**config.mk**
```make
export PLATFORM = sky130hd
export DESIGN_NAME = mseq_add_core
export DESIGN_NICKNAME = d
export VERILOG_FILES = /design/src/rtl/mseq_pkg.sv /design/src/rtl/mseq_ctrl.sv /design/src/rtl/mseq_regfile.sv /design/src/rtl/mseq_add_core.sv
export SDC_FILE = /design/constraint.sdc
export NUM_CORES = 2
export LEC_CHECK = 0
export BUFFER_PORTS_ARGS = -buffer_cell sky130_fd_sc_hd__buf_2
export CAP_MARGIN = 20
export CORE_UTILIZATION = 34
export CTS_BUF_LIST = sky130_fd_sc_hd__clkbuf_16
export DETAILED_ROUTE_END_ITERATION = 10
export HOLD_SLACK_MARGIN = 0.05
export PLACE_DENSITY = 0.59
export SLEW_MARGIN = 40
export SYNTH_ARGS = -nofsm -noshare
export SYNTH_HDL_FRONTEND = slang
export SYNTH_HIERARCHICAL = 1
export SYNTH_SLANG_ARGS = --single-unit
```
**constraint.sdc**
```tcl
create_clock -name clk -period 5.7 [get_ports clk]
set_clock_uncertainty 0.2 [all_clocks]
set_input_delay 0 -clock clk [delete_from_list [all_inputs] [get_ports clk]]
set_output_delay 0 -clock clk [all_outputs]
set_load 0.005 [all_outputs]
```
**src/rtl/mseq_pkg.sv**
```systemverilog
package mseq_pkg;

  // Instruction word layout
  localparam int IW      = 32;
  localparam int OPC_W   = 6;
  localparam int OPC_LSB = 26;
  localparam int RIDX_W  = 5;
  localparam int DST_LSB = 21;
  localparam int SA_LSB  = 16;
  localparam int SB_LSB  = 11;
  localparam int NREGS   = 1 << RIDX_W;

  // Micro-step encoding; the order is the execution order
  typedef enum logic [2:0] {
    ST_ADDR = 3'd0,
    ST_WAIT = 3'd1,
    ST_MDR  = 3'd2,
    ST_IR   = 3'd3,
    ST_DEC  = 3'd4,
    ST_EXE  = 3'd5,
    ST_WB   = 3'd6
  } step_e;

  // Register-transfer enables for the current step
  typedef struct packed {
    logic ld_mar;
    logic ld_mdr;
    logic ld_ir;
    logic rf_rd;
    logic ld_temp;
    logic rf_we;
    logic ip_inc;
  } uctl_t;

endpackage

```
**src/rtl/mseq_ctrl.sv**
```systemverilog
module mseq_ctrl
  import mseq_pkg::*;
#(
  parameter logic [OPC_W-1:0] ADD_OPC = 6'h01
) (
  input  logic             clk,
  input  logic             rst,
  input  logic [OPC_W-1:0] ir_opc,
  output step_e            step,
  output uctl_t            ctl,
  output logic             rd_q,
  output logic             done_q
);

  step_e step_q;
  step_e step_n;
  logic  add_q;

  always_comb begin
    if (step_q == ST_WB) step_n = ST_ADDR;
    else                 step_n = step_e'(step_q + 3'd1);
  end

  always_ff @(posedge clk) begin
    if (rst) begin
      step_q <= ST_ADDR;
      add_q  <= 1'b0;
      rd_q   <= 1'b0;
      done_q <= 1'b0;
    end else begin
      step_q <= step_n;
      rd_q   <= (step_n == ST_WAIT);
      done_q <= (step_n == ST_WB);
      if (step_q == ST_DEC) add_q <= (ir_opc == ADD_OPC);
    end
  end

  // Later steps see only the latched decode result
  always_comb begin
    ctl = '0;
    unique case (step_q)
      ST_ADDR: ctl.ld_mar  = 1'b1;
      ST_MDR:  ctl.ld_mdr  = 1'b1;
      ST_IR:   ctl.ld_ir   = 1'b1;
      ST_DEC:  ctl.rf_rd   = 1'b1;
      ST_EXE:  ctl.ld_temp = add_q;
      ST_WB: begin
        ctl.rf_we  = add_q;
        ctl.ip_inc = 1'b1;
      end
      default: ctl = '0;
    endcase
  end

  assign step = step_q;

endmodule

```
**src/rtl/mseq_regfile.sv**
```systemverilog
module mseq_regfile #(
  parameter int XLEN   = 32,
  parameter int IDXW   = 5,
  parameter int DEPTH  = 1 << IDXW
) (
  input  logic            clk,
  input  logic            rd_en,
  input  logic [IDXW-1:0] ra_a,
  input  logic [IDXW-1:0] ra_b,
  output logic [XLEN-1:0] qa,
  output logic [XLEN-1:0] qb,
  input  logic [IDXW-1:0] ra_dbg,
  output logic [XLEN-1:0] q_dbg,
  input  logic            we,
  input  logic [IDXW-1:0] wa,
  input  logic [XLEN-1:0] wd
);

  logic [XLEN-1:0] regs [DEPTH];

  // Configuration-time contents: each entry holds its own index
  initial begin
    for (int i = 0; i < DEPTH; i++) regs[i] = XLEN'(i);
  end

  always_ff @(posedge clk) begin
    if (we) regs[wa] <= wd;
  end

  always_ff @(posedge clk) begin
    if (rd_en) begin
      qa <= regs[ra_a];
      qb <= regs[ra_b];
    end
  end

  always_ff @(posedge clk) begin
    q_dbg <= regs[ra_dbg];
  end

endmodule

```
**src/rtl/mseq_add_core.sv**
```systemverilog
module mseq_add_core
  import mseq_pkg::*;
#(
  parameter int               XLEN    = 32,
  parameter int               AW      = 16,
  parameter logic [OPC_W-1:0] ADD_OPC = 6'h01
) (
  input  logic              clk,
  input  logic              rst,
  output logic [AW-1:0]     imem_addr,
  output logic              imem_rd,
  input  logic [IW-1:0]     imem_rdata,
  output logic              instr_done,
  output logic [2:0]        dbg_step,
  output logic [AW-1:0]     dbg_ip,
  output logic [AW-1:0]     dbg_mar,
  output logic [IW-1:0]     dbg_mdr,
  output logic [IW-1:0]     dbg_ir,
  output logic [XLEN-1:0]   dbg_temp,
  input  logic [RIDX_W-1:0] dbg_rsel,
  output logic [XLEN-1:0]   dbg_rdata
);

  localparam logic [AW-1:0] IP_STEP = AW'(4);

  step_e     step;
  uctl_t     ctl;
  logic [AW-1:0]   ip_q, mar_q;
  logic [IW-1:0]   mdr_q, ir_q;
  logic [XLEN-1:0] temp_q, src_a, src_b;

  wire [OPC_W-1:0]  f_opc = ir_q[OPC_LSB +: OPC_W];
  wire [RIDX_W-1:0] f_dst = ir_q[DST_LSB +: RIDX_W];
  wire [RIDX_W-1:0] f_sa  = ir_q[SA_LSB  +: RIDX_W];
  wire [RIDX_W-1:0] f_sb  = ir_q[SB_LSB  +: RIDX_W];

  mseq_ctrl #(.ADD_OPC(ADD_OPC)) u_ctrl (
    .clk    (clk),
    .rst    (rst),
    .ir_opc (f_opc),
    .step   (step),
    .ctl    (ctl),
    .rd_q   (imem_rd),
    .done_q (instr_done)
  );

  mseq_regfile #(.XLEN(XLEN), .IDXW(RIDX_W), .DEPTH(NREGS)) u_rf (
    .clk    (clk),
    .rd_en  (ctl.rf_rd),
    .ra_a   (f_sa),
    .ra_b   (f_sb),
    .qa     (src_a),
    .qb     (src_b),
    .ra_dbg (dbg_rsel),
    .q_dbg  (dbg_rdata),
    .we     (ctl.rf_we),
    .wa     (f_dst),
    .wd     (temp_q)
  );

  always_ff @(posedge clk) begin
    if (rst) begin
      ip_q   <= '0;
      mar_q  <= '0;
      mdr_q  <= '0;
      ir_q   <= '0;
      temp_q <= '0;
    end else begin
      if (ctl.ld_mar)  mar_q  <= ip_q;
      if (ctl.ld_mdr)  mdr_q  <= imem_rdata;
      if (ctl.ld_ir)   ir_q   <= mdr_q;
      if (ctl.ld_temp) temp_q <= src_a + src_b;
      if (ctl.ip_inc)  ip_q   <= ip_q + IP_STEP;
    end
  end

  assign imem_addr = mar_q;
  assign dbg_step  = step;
  assign dbg_ip    = ip_q;
  assign dbg_mar   = mar_q;
  assign dbg_mdr   = mdr_q;
  assign dbg_ir    = ir_q;
  assign dbg_temp  = temp_q;

endmodule

```
---- Yosys cells after proc, flatten, opt, wreduce, memory -nomap -nowiden ----
Memory sizes are Yosys's and may differ from the RTL's. A register that Yosys moved wholly into a read port is not among the register bits.
Index checks and enable logic that the tools add are counted.
word-level totals
  bits in writable memories ............... 1024
  bits in registers ....................... 134
  output and inout port bits .............. 181
  logic and storage cells ................. 31
  memories kept ........................... 1
memory list
  memory     words  width  read ports  clocked after memory_dff  wr ports  RTL line            source
  u_rf.regs  32     32     3           3                         1         mseq_regfile.sv:19  logic [XLEN-1:0] regs [DEPTH];
cells by class
  multiplexer cells ....................... 9
  reductions and logical operators ........ 1
  eq/ne operators ......................... 8
  $add $sub $neg .......................... 3
operators by type and width
  kind                                           number
  adder 32 bit                                   1
  adder 16 x 3 -> 16 bit, second input constant  1
  == test 3 bit, second input constant           4
  two-way mux 1 bit                              7
  == test 3 x 2 -> 1 bit, second input constant  2
  == test 6 x 1 -> 1 bit, second input constant  1
  adder 3 x 1 -> 3 bit, second input constant    1
  == test 3 x 1 -> 1 bit, second input constant  1
  logical NOT 3 bit                              1
  two-way mux 3 bit                              1
  two-way mux 2 bit                              1

---- Depth between registers and ports, before layout ----
  depth in word-level cells ............... 4
  mapped depth ............................ 10
  depth with buffers taken out ............ 10

---- Cells and area by module ----
The synthesis kept the hierarchy.
modules (own cells, without submodules)
  module         cells an instance  times used  area an instance (um^2)
  mseq_regfile   4640               1           60240.3
  mseq_add_core  673                1           6147.1
  mseq_ctrl      29                 1           286.5

---- Worst setup path before layout ----
No wires, ideal clock.
  kind .................................... register -> register
  from .................................... register u_ctrl.step_q[1] (netlist: u_ctrl/step[1])
  to ...................................... memory u_rf.regs[28][0] (enable)
  setup slack ............................. 2.018 ns
  data required time ...................... 5.079 ns
  buffers on the path ..................... 1
  library setup time ...................... 0.421 ns
  arrival time ............................ 3.060 ns
  cell stages (with the launch flop) ...... 7
  cell sequence ........................... dfxtp_1 > inv_2 > nor3_4 > and2_1 > or3b_2 > clkbuf_1 > nor2_1
RTL lines
  item                    RTL line            source
  start, declared         mseq_ctrl.sv:15     step_e step_q;
  start signal, assigned  mseq_ctrl.sv:31     step_q <= step_n;
  end, declared           mseq_regfile.sv:19

==> flow_summary.yaml <==
status:
  status: "complete, no violations"
critical_path:
  endpoint_kind: "flip-flop"
  cp.arrival_ns: 4.21
  crit_path_max_fanout: 18
  r2r-start: "u_ctrl/step[1]$_SDFF_PP0_"
  path_class: "reg2reg"
  reg2reg_depth: 6
  r2r_end: "u_rf/regs[31][6]$_DFFE_PP_"
  r2r_slack_ns: 1.74
  crit_required_ns: 5.95
  start_kind: "flip-flop"
clocking:
  post-cts-setup-buffers: 0
  clk_root_buffer_cell: "clkbuf_16"
  insertion_delay_ns: 0.81
  clk_path_buf_depth: 3
  h-tree-depth: 4
  ctsResizeCount: 0
  cts_hold_buf: 110
  cts_buffers: 144
  cts_tree: "done"
  cts_sinks: 1250
  path_clk_slew_ns: 0.06
place:
  hpwl_microns: 145000
  gp_congestion: 0.857
  port_buffers: 213
  placed_cells: 7909
sta:
  slew_violations: 0
  fin_crit_sh_pct: 69.5
  hold_viol_final: 0
  setup_tns_ns: 0
  max_slew.worst_pin.slew_ns: 0.962
  fin_crit_ns: 3.96
  setup_viol: 0
  fmaxAchievable_ghz: 0.253
  max_slew_margin_pct: 35.8
  rsz0062_at_grt: "false"
detailed_routing:
  highest_layer: "met5"
  wl_per_cell_microns: 29.3
  wl_met1_microns: 103000
  vias: 49600
  drt_iter0_drc: 5790
  wl_met2_microns: 108000
  drtPass1Iterations: 8
  routed_wl_microns: 243000
  drc_errors: 0
  ant_nets: 0
  vias_per_cell: 5.98
  wl_met3_microns: 22800
floorplan:
  io_pins: 220
  rows: 162
  initial_core_util_pct: 34.2
  die_h_microns: 445
  die_w_microns: 445
  core_sq_um: 195000
  die_area_sq_um: 198000
synth:
  ys_seq_elements: 1250
  synth_edf_count: 1088
  synth_ff_type: "edfxtp_1"
  yosysSeqAreaShare_pct: 53.9
  yosys_warnings: 6
  synth_cell_types: 73
  syn_area_per_cell_sq_um: 12.5
  async_flop_share_pct: 0
  synthesis.area_sq_um: 66700
  synthesis.instances: 5342
job:
  cap_violations: 0
power_and_ir_drop:
  total_power_mw: 19.8
  power_density_nw_per_um2: 259
  vdd_ir_drop_max_mv: 0.242
  leakage_nw: 25.9
grt:
  grt_pass1_vias: 48800
  grt_max_degree: 111
  grt_use_total_pct: 23.7
  grt_first_pass_wirelength_microns: 344000
  antenna_found_initial: 9
  gr-total-overflow: 0
layout:
  instances_no_fill: 8295
  drive_above_1_share_pct: 11.9
  multi_input_area_sq_um: 28500
  nFillCells: 18100
  register_area_sq_um: 35900
  fin_nets: 5623
  area_delta_synth_final_pct: 14.8
min_path:
  min_from: "dbg_temp[21]$_SDFFE_PP0P_"
  hold_path_class: "reg2reg"
  hold_path_end: "u_rf/regs[31][21]$_DFFE_PP_"
  hold_depth: 0
## power breakdown
| part | switching [mW] | internal, mW | total, mW |
|---|---|---|---|
| Sequential | 0.0366 | 9.85 | 9.89 |
| Combinational | 0.625 | 0.383 | 1.01 |
| Clock | 3.93 | 4.99 | 8.92 |
## placed cells by master (no fill, tap or decap), types with 104 or more instances in the layout
| cell | synthesis | routed |
|---|---|---|
| a21oi_1 | 322 | 322 |
| a22o_1 | 193 | 193 |
| a22oi_1 | 288 | 288 |
| buf_2 | 113 | 214 |
| clkbuf_16 | 0 | 150 |
| dfxtp_1 | 162 | 146 |
| dlygate4sd3_1 | 0 | 107 |
| edfxtp_1 | 1088 | 1088 |
| mux2i_1 | 1628 | 1628 |
| nand2_1 | 334 | 331 |
| nand3_1 | 307 | 307 |
| nor2_1 | 162 | 126 |
| nor3_1 | 105 | 104 |
## stage by stage
| step | cell area, sq um | hold slack, ns | setup WS, ns | util (%) |
|---|---|---|---|---|
| finish | 76500 | 0.245 | 1.74 | 39.3 |
| floorplan | 66700 | -0.131 | 2.02 | - |
| global placement | 70400 | 0.0312 | 1.72 | 36.2 |
| global route | 76500 | 0.271 | 1.53 | 39.3 |
| detailed placement | 70700 | 0.0426 | 1.65 | 36.3 |
| CTS | 76300 | 0.251 | 1.61 | 39.2 |
## sequential cells by signal (all words and copies together), names as in the netlist
| name | count |
|---|---|
| dbg_ip | 14 |
| u_ctrl/rd_q | 1 |
| dbg_mar | 14 |
| u_ctrl/step | 3 |
| dbg_temp | 32 |
| u_ctrl/add_q | 1 |
| u_rf/regs | 1024 |
| u_ctrl/done_q | 1 |
| dbg_ir | 32 |
| u_rf/q_dbg | 32 |
| u_rf/qb | 32 |
| u_rf/qa | 32 |
| dbg_mdr | 32 |
## worst max path at each step
stage	slack, ns	start	cells past startpoint	to
after floorplan	2.02	u_ctrl/step[1]$_SDFF_PP0_	6	u_rf/regs[28][0]$_DFFE_PP_
after global placement	1.72	u_ctrl/step[1]$_SDFF_PP0_	6	u_rf/regs[21][6]$_DFFE_PP_
after detailed placement	1.65	u_ctrl/step[1]$_SDFF_PP0_	6	u_rf/regs[21][6]$_DFFE_PP_
after CTS	1.61	u_ctrl/step[1]$_SDFF_PP0_	6	u_rf/regs[21][6]$_DFFE_PP_
after global routing	1.53	u_ctrl/step[1]$_SDFF_PP0_	6	u_rf/regs[31][6]$_DFFE_PP_
final	1.74	u_ctrl/step[1]$_SDFF_PP0_	6	u_rf/regs[31][6]$_DFFE_PP_
## per-layer routing
layer | GRT usage, % | vias to the layer above
met4 | 9.69 | 6
met5 | 0 | -
met2 | 36.2 | 2840
li1 | - | 21100
met3 | 5.23 | 552
met1 | 32.3 | 25100
## cell families (layout without fill, tap and decap cells)
kind of cell	Yosys count	after routing	share of synthesized area, %
simple gates	974	974	6.61
xor+xnor	39	39	0.512
buf+inv	438	760	3.94
flops	1250	1250	53.9
other cells	1	8	0.00562
fa+ha+maj	34	34	0.649
compound gates	978	978	9.98
mux	1628	1628	24.4
## worst max-delay path: stages (launching register included)
cell and delay, ns:
dfxtp_1 0.50, inv_2 0.12, nor3_4 0.38, and2_1 0.35
nand3_1 0.63, nor2_4 0.90, buf_4 0.49
## cell usage after synthesis (all sizes together) (2+ instances only)
library cell,count,area (sq um)
or3b,4,35.0
mux2i,1628,16300
o211ai,4,40.0
a31o,2,17.5
a211oi,4,35.0
nand3b,5,37.5
a31oi,100,641
xnor2,21,184
a22oi,288,2160
o31ai,3,41.3
dfxtp,162,3240
o21ai,30,154
a21boi,2,15.0
o21a,3,22.5
and4,2,17.5
nor2b,8,50.1
ha,33,413
a211o,3,26.3
or2,3,18.8
a21o,11,82.6
inv,6,22.5
a21oi,324,1630
clkbuf,133,522
nor3b,4,46.3
o21bai,2,15.0
and3,3,18.8
nand3,307,1540
and2,6,37.5
nor3,106,542
nand4,7,43.8
buf,299,2080
nand4b,2,17.5
edfxtp,1088,32700
nand2,334,1250
xor2,18,158
nand2b,10,62.6
nor2,162,608
a22o,193,1690
or3,5,31.3
## final cells by class
cell class	count	area share, %
clock buffer	148	4.84
tap	2624	4.29
timing repair buffer	489	5.57
antenna	2	0.00654
inverter	6	0.0294
clock inverter	117	1.00
multi-input combinational	3659	37.3
sequential	1250	47.0
(Power assumes the default switching activity.)
